==> src/rtl/tmr_pkg.sv <==
package tmr_pkg;
  localparam int unsigned NCOPY = 3;

  // One-bit majority of three.
  function automatic logic maj3(input logic a, input logic b, input logic c);
    return (a & b) | (a & c) | (b & c);
  endfunction
endpackage

==> src/rtl/tmr_voter.sv <==
module tmr_voter #(
  parameter int unsigned W = 8
) (
  input  logic [W-1:0] a,
  input  logic [W-1:0] b,
  input  logic [W-1:0] c,
  output logic [W-1:0] y
);
  for (genvar i = 0; i < W; i++) begin : g_bit
    assign y[i] = tmr_pkg::maj3(a[i], b[i], c[i]);
  end
endmodule

==> src/rtl/tmr_lane.sv <==
module tmr_lane #(
  parameter int unsigned W       = 8,
  parameter logic [W-1:0] RST_VAL = '0
) (
  input  logic         clk,
  input  logic         rst,
  input  logic         en,
  input  logic [W-1:0] din,
  input  logic [W-1:0] fb,     // voted value of this copy
  input  logic [W-1:0] flip,   // fault-injection mask
  output logic [W-1:0] q
);
  function automatic logic [W-1:0] step(input logic [W-1:0] cur,
                                        input logic e,
                                        input logic [W-1:0] add);
    return e ? cur + add : cur;
  endfunction

  logic [W-1:0] nxt;
  assign nxt = step(fb, en, din);

  always_ff @(posedge clk) begin
    if (rst) q <= RST_VAL;
    else     q <= nxt ^ flip;
  end
endmodule

==> src/rtl/tmr_disagree.sv <==
module tmr_disagree #(
  parameter int unsigned W = 8
) (
  input  logic [W-1:0] a,
  input  logic [W-1:0] b,
  input  logic [W-1:0] c,
  output logic         diff
);
  assign diff = (a != b) | (b != c);
endmodule

==> src/rtl/tmr_acc_stage.sv <==
module tmr_acc_stage #(
  parameter int unsigned W        = 8,
  parameter logic [W-1:0] RST_VAL  = '0,
  parameter bit          TRIPLE_IO = 1'b1,
  localparam int unsigned NIO     = TRIPLE_IO ? tmr_pkg::NCOPY : 1
) (
  input  logic                        clk,
  input  logic                        rst,
  input  logic [NIO-1:0]              en,
  input  logic [NIO*W-1:0]            din,
  input  logic [tmr_pkg::NCOPY*W-1:0] flip_mask,
  output logic [NIO*W-1:0]            q,
  output logic                        disagree
);
  localparam int unsigned NC = tmr_pkg::NCOPY;

  // Named internal events for the checker.
  logic [NC-1:0][W-1:0] lane_q;
  logic [NC-1:0][W-1:0] vote_v;
  logic [NC-1:0]        inj_hit;
  logic                 in_agree;

  for (genvar k = 0; k < NC; k++) begin : g_copy
    localparam int unsigned IX = TRIPLE_IO ? k : 0;

    tmr_voter #(.W(W)) u_vote (
      .a(lane_q[0]), .b(lane_q[1]), .c(lane_q[2]), .y(vote_v[k])
    );

    tmr_lane #(.W(W), .RST_VAL(RST_VAL)) u_lane (
      .clk (clk),
      .rst (rst),
      .en  (en[IX]),
      .din (din[IX*W +: W]),
      .fb  (vote_v[k]),
      .flip(flip_mask[k*W +: W]),
      .q   (lane_q[k])
    );

    assign inj_hit[k] = |flip_mask[k*W +: W];
  end

  for (genvar k = 0; k < NIO; k++) begin : g_out
    assign q[k*W +: W] = vote_v[k];
  end

  if (TRIPLE_IO) begin : g_in3
    assign in_agree = (en[0] == en[1]) && (en[1] == en[2]) &&
                      (din[0 +: W] == din[W +: W]) && (din[W +: W] == din[2*W +: W]);
  end else begin : g_in1
    assign in_agree = 1'b1;
  end

  tmr_disagree #(.W(W)) u_cmp (
    .a(lane_q[0]), .b(lane_q[1]), .c(lane_q[2]), .diff(disagree)
  );
endmodule

==> config.mk <==
export PLATFORM = sky130hd
export DESIGN_NAME = tmr_acc_stage
export DESIGN_NICKNAME = d
export VERILOG_FILES = /design/src/rtl/tmr_pkg.sv /design/src/rtl/tmr_voter.sv /design/src/rtl/tmr_lane.sv /design/src/rtl/tmr_disagree.sv /design/src/rtl/tmr_acc_stage.sv
export SDC_FILE = /design/constraint.sdc
export NUM_CORES = 1
export LEC_CHECK = 0
export ABC_AREA = 1
export BUFFER_PORTS_ARGS = -buffer_cell sky130_fd_sc_hd__buf_2
export CORE_AREA = 2 2 74 76
export CTS_BUF_LIST = sky130_fd_sc_hd__clkbuf_4 sky130_fd_sc_hd__clkbuf_8
export CTS_CLUSTER_DIAMETER = 50
export DETAILED_ROUTE_END_ITERATION = 6
export DIE_AREA = 0 0 76 78
export HOLD_SLACK_MARGIN = 0.02
export PLACE_DENSITY = 0.8
export SYNTH_ARGS = -nofsm -noshare
export SYNTH_HDL_FRONTEND = slang
export SYNTH_SLANG_ARGS = --single-unit
export TNS_END_PERCENT = 5
==> constraint.sdc <==
create_clock -name clk -period 2.83 [get_ports clk]
set_clock_uncertainty 0.1 [all_clocks]
set_input_delay 0.283 -clock clk [delete_from_list [all_inputs] [get_ports clk]]
set_output_delay 0.283 -clock clk [all_outputs]
set_load 0.02 [all_outputs]
* After elaboration in Yosys (flattened, before gate mapping)
Cells that the tools add are included.
** Cells by class
- $add $sub $neg :: 3
- Multipliers :: 0
- Div/mod/pow operators :: 0
- Order comparisons :: 0
- Equality and inequality tests :: 2
- Shifts and indexed selects :: 0
- Multiplexer cells :: 3
- Bitwise logic cells :: 44
- Reductions and logical operators :: 0
** Operators by type and width (count)
- 8-bit adder :: 3
- 1-bit bitwise AND :: 24
- 8-bit 2-to-1 mux :: 3
- 8-bit bitwise XOR :: 3
- 1-bit OR :: 17
- 8-bit inequality test :: 2
** Storage, ports and cells
- Register bits :: 24
- Bits in latches :: 0
- Memory bits (writable) :: 0
- Memory bits (read-only) :: 0
- Input bits :: 53
- Output and inout port bits :: 25
- Logic and storage cells :: 55
- Memories :: 0

* Depth between registers and ports, before layout
- Word-level depth :: 6
- Mapped depth :: 14
- Gate-level depth less buffers :: 14

* By module
A second synthesis with hierarchy kept.
** Unflattened totals
- Cell total of the unflattened synthesis :: 528
- Area total of the unflattened synthesis :: 3195.6 µm²
** Modules (own cells, without submodules)
- tmr_lane (g_copy[0].u_lane ...) :: instances 2, cells an instance 115, area an instance 777.0 µm², sequential area each 160.2 µm²
- tmr_lane (g_copy[2].u_lane) :: instances 1, cells an instance 115, area an instance 804.5 µm², sequential area each 160.2 µm²
- tmr_voter :: instances 3, cells an instance 32, area an instance 170.2 µm², sequential area each 0.0 µm²
- tmr_disagree :: instances 1, cells an instance 87, area an instance 326.6 µm², sequential area each 0.0 µm²

* Least setup slack after synthesis
No wires, ideal clock.
- Path type :: register to register
- Start :: reg g_copy[1].u_lane.q[0]
- End :: reg g_copy[1].u_lane.q[6]
- Library setup time :: 115 ps
- Arrival time :: 2092 ps
- Required time :: 2615 ps
- Path slack :: 523 ps
- Stages on the path, launching flop included :: 14
- Buffers on the path :: 0
- Clock period less this slack :: 2307 ps
- Cell sequence :: dfxtp_1 ha_1 inv_1 nand3_1 ha_1 fa_1 nand2_1 nand2_1 nand3b_1 nand2_1 nand2_1 nand3_1 a21oi_1 nor2_1
** Between the ends
- Cells in the longest elaborated chain, start to end :: 6
- Elaborated cells between the ends (all ways) :: 7
- Classes of those cells :: 1 x add/sub; 1 x mux; 5 x bitwise
** RTL lines
- start, declared :: RTL line tmr_lane.sv:11 : output logic [W-1:0] q
- start signal, assigned :: RTL line tmr_lane.sv:24 : else q <= nxt ^ flip;
- 1-bit bitwise AND
- 1-bit OR
- 1-bit OR *
- net q[0] :: RTL line tmr_acc_stage.sv:12 : output logic [NIO*W-1:0] q,
- 8-bit adder * :: RTL line tmr_lane.sv:16 : return e ? cur + add : cur;
- 8-bit 2-to-1 mux * :: RTL line tmr_lane.sv:16
- 8-bit bitwise XOR * :: RTL line tmr_lane.sv:24
The timed path passes the listed nets; every way through them passes the cells marked *.
A chain may end at the register's enable or synchronous reset.

* Final worst setup path
- Start :: reg g_copy[1].u_lane.q[1]
- End :: reg g_copy[1].u_lane.q[6]
** Between the ends
- Cells in the longest elaborated chain, start to end :: 6
- Elaborated cells between the ends (all ways) :: 7
- Classes of those cells :: 1 x add/sub; 1 x mux; 5 x bitwise
** RTL lines
- 1-bit bitwise AND :: RTL line tmr_pkg.sv:6 : return (a & b) | (a & c) | (b & c);
- 1-bit OR :: RTL line tmr_pkg.sv:6
- 1-bit OR * :: RTL line tmr_pkg.sv:6
- 8-bit adder * :: RTL line tmr_lane.sv:16
- 8-bit 2-to-1 mux * :: RTL line tmr_lane.sv:16
- 8-bit bitwise XOR * :: RTL line tmr_lane.sv:24
Mark *: on every way between the ends. The rest lies on a longest branch, timed or not.

==> results.md <==
* Top_reg_cell synth: dfxtp_1
* F_max at roughly 420 MHz
* DP HPWL at 5191 um
* Critical path type: flip-flop to flip-flop
* Drt pass-1 iters at 4
* RSZ-0062 raised after global routing: no
* Yosys warning count at 0
* Top-count cell post-synth: nand2_1
* Ports at between 70 and 80
* H-Tree Depth at 1
* Residual DRC at 0
* Crit path top cell by count: nand2_1
* Cells after Synth at between 400 and 500
* Gr usage total at 0.2168
* Critical path buffers and inverters at 1
* Slew margin rel. at 0.5186
* End of the critical path: g_copy[1].u_lane.q[6]
* Number of clock sinks at 24
* P&R area growth vs syn at 14.23%
* CTS root buf: clkbuf_8
* Sequential share of the synthesized area at 0.1810
* Worst EP required at just under 3000 ps
* Switch Pwr at a little under 0.0008 W
* Initial DRC count at 49
* First-pass GRT wire length at roughly 11000 um
* Initial Util at 0.5266
* Layout cells sized above 1 at 0.2082
* Comb power frac at 0.615
* Hold buffers post-CTS at 0
* Reg-to-Reg End: g_copy[1].u_lane.q[6]
* TNS Setup at 0 ps
* Number of setup buffers added after CTS at 0
* Vias in the first global route at approximately 2600
* Worst skew pair latency at roughly 270 ps
* Biggest register: g_copy.u_lane.q
* Placed cell count at approximately 530
* Final #Nets at ~560
* # rows at 26
* Synth area leader: ha_1
* Crit path depth at 12
* Cell family with most CP delay: simple AND/OR/NAND/NOR gates
* Pre-CTS WS at 451.6 ps
* CTS buffer count at 3
* Clock Tree Buf Depth at 2
* Aggregate routed wire length at ~6000 um
* Layout Cells excl Fill at between 500 and 600
* Final Max Slew Viols at 0
* Grt ovf at 0
* Maximum vdd drop at roughly 0.29 mV
* Most frequent cells after synthesis: nand2_1 (112), inv_1 (51), ha_1 (40)
* Power Total at around 0.0017 W
* Reg-to-reg setup timing slack at approximately 450 ps
* Unique cell type count in the Yosys netlist at 25
* Worst setup startpoint: g_copy[1].u_lane.q[1]
* Static leakage at around 1.8 nW
* Horiz. Die Dim at about 76 um
* Worst Reg-to-Reg Cells at 12
* Crit path time final at 2384 ps
* Max-cap violations at 0
* Proportion of netlist area held by the largest area contributor at 0.1885
* Final worst path period share at 0.8423
* Synth Register Bits at 24
* Routed via count at 2675
* Worst Hold Class: input port to flip-flop
* PostCTS Resize Cnt at 0
* Crit-path cells: ha_1, inv_1, nand3_1, fa_1, nand2_1, nand2_1, nand3b_1, nand2_1, nand2_1, nand3_1, a21oi_1, nor2_1
* Largest regs: g_copy.u_lane.q: 24 flops
* Synth Cell Area at ~2700 um2
* Chip Height at approximately 78 um
* Crit path max fanout at 10
* DR vias/cell at 5.038
* Fraction of power consumed by the clock network at 0.134
* Status: finished, final reports clean
* Final hold violation count at 0
* Final Setup Violations at 0
* Max reg flops at 24
* Internal Power at between 0.0009 and 0.001 W
* Startpoint Class: flip-flop
* Initial antenna violation count at 0
* Largest net degree at the start of global routing at 25
* I/O Buffers at 77
* Clock Pin Slew Worst Setup and Hold Paths at 80 ps
* CP Data Arrival Time at between 2000 and 2500 ps
* Sequential share of power at 0.250
* Setup crit end kind: flip-flop
* Critical Path Max Stage Delay at approximately 580 ps
* CP max stage cell: fa_1
* Worst-margin pin slew at between 700 and 800 ps
* Die area at ~5900 um2
* TritonCTS clock tree: yes
* Pwr/cell area at between 500 and 600 nW/um2
* Placer congestion estimate at 0.8343
* Final setup margin at ~450 ps
* Ant. Diodes at 0
* Syn nets at between 400 and 500
* EDFF count, synth at 0
* Antenna viol nets, final at 0
* Sw frac at 0.4572
* Wire per inst at about 12 um
* Async set-reset flop share out of synthesis at 0
* Worst hold slack at ~170 ps
* Core area at approximately 5000 um2
* RR Startpoint: g_copy[1].u_lane.q[1]
* Ranking of synthesized cells by area: ha_1 (19%), dfxtp_1 (18%), nand2_1 (16%)
* Avg Inst Size Synth at around 6.6 um2
==> layer usage <==
layer  wire (um)  up-vias  global-route usage
li1            -     1407                   -
met1        2807     1178              0.2607
met2        3033       80              0.4161
met3         236       10             0.01395
met4          70        0             0.06000
met5           0        -                   0
==> cell usage in the layout (no fill, tap or decap) <==
cell,instances
nor2_1,28
o21ai_0,18
xnor2_1,6
nand4_1,1
nand3_2,2
clkbuf_8,4
nor2_4,1
nand3b_1,12
nand2_1,112
a21oi_1,27
o21ai_2,3
fa_1,3
nor4_1,4
nand3_1,28
nand2_2,5
a211o_1,4
or2_4,2
or2_1,4
nand2_4,1
buf_2,77
dfxtp_1,24
ha_1,40
inv_2,1
xor2_1,3
inv_1,51
==> cell type report <==
type	instances	area, um2
multi-input cells	304	1829
inverters	52	195.2
flip-flops and latches	24	480.5
clock buffers	4	55.05
repair buffers	77	385.4
fillers	481	2009
well taps	70	87.58
==> kinds of logic after synthesis <==
family / count (synthesis) / share of synthesized area
XOR/XNOR: 9 / 0.02969
AND/OR/NAND/NOR: 200 / 0.3402
adder cells (fa/ha/maj): 43 / 0.2111
buffers and inverters: 73 / 0.1301
AO/OA/AOI/OAI: 52 / 0.1079
flip-flops: 24 / 0.1810
==> power by group through the flow <==
| stage | clock network (W) | logic, W | registers (W) |
|---|---|---|---|
| floorplan | 0 | 0.000853 | 0.000424 |
| global placement | 0 | 0.00101 | 0.000430 |
| detailed placement | 0 | 0.00105 | 0.000433 |
| CTS | 0.000230 | 0.00105 | 0.000426 |
| global route | 0.000245 | 0.00119 | 0.000433 |
| finish | 0.000229 | 0.00105 | 0.000426 |
==> worst min path at each step <==
| stage | from | to | slack, ps | cells after the start |
|---|---|---|---|---|
| final | flip_mask[9] | g_copy[1].u_lane.q[1] | 170 | 3 |
| after CTS | flip_mask[9] | g_copy[1].u_lane.q[1] | 170 | 3 |
| after detailed placement | flip_mask[9] | g_copy[1].u_lane.q[1] | 440 | 3 |
| after global routing | flip_mask[8] | g_copy[1].u_lane.q[0] | 190 | 3 |
| after global placement | flip_mask[1] | g_copy[0].u_lane.q[1] | 450 | 3 |
| after floorplan | flip_mask[0] | g_copy[0].u_lane.q[0] | 330 | 2 |
==> worst register-to-register path, cell delays in order, from the launching register on <==
cell      delay (ps)
dfxtp_1          320
ha_1             190
inv_1             50
nand3_1          360
fa_1             580
nand2_1           80
nand2_1           80
nand3b_1         110
nand2_1           60
nand2_1           60
nand3_1           80
a21oi_1          160
nor2_1            60
==> per-stage QoR <==
step                area (um2)    util
floorplan                 2655       -
global placement          2978  0.5906
detailed placement        2978  0.5906
CTS                       3033  0.6015
global route              3033  0.6015
finish                    3033  0.6015
No activity file was read; power rests on OpenSTA's default activity.
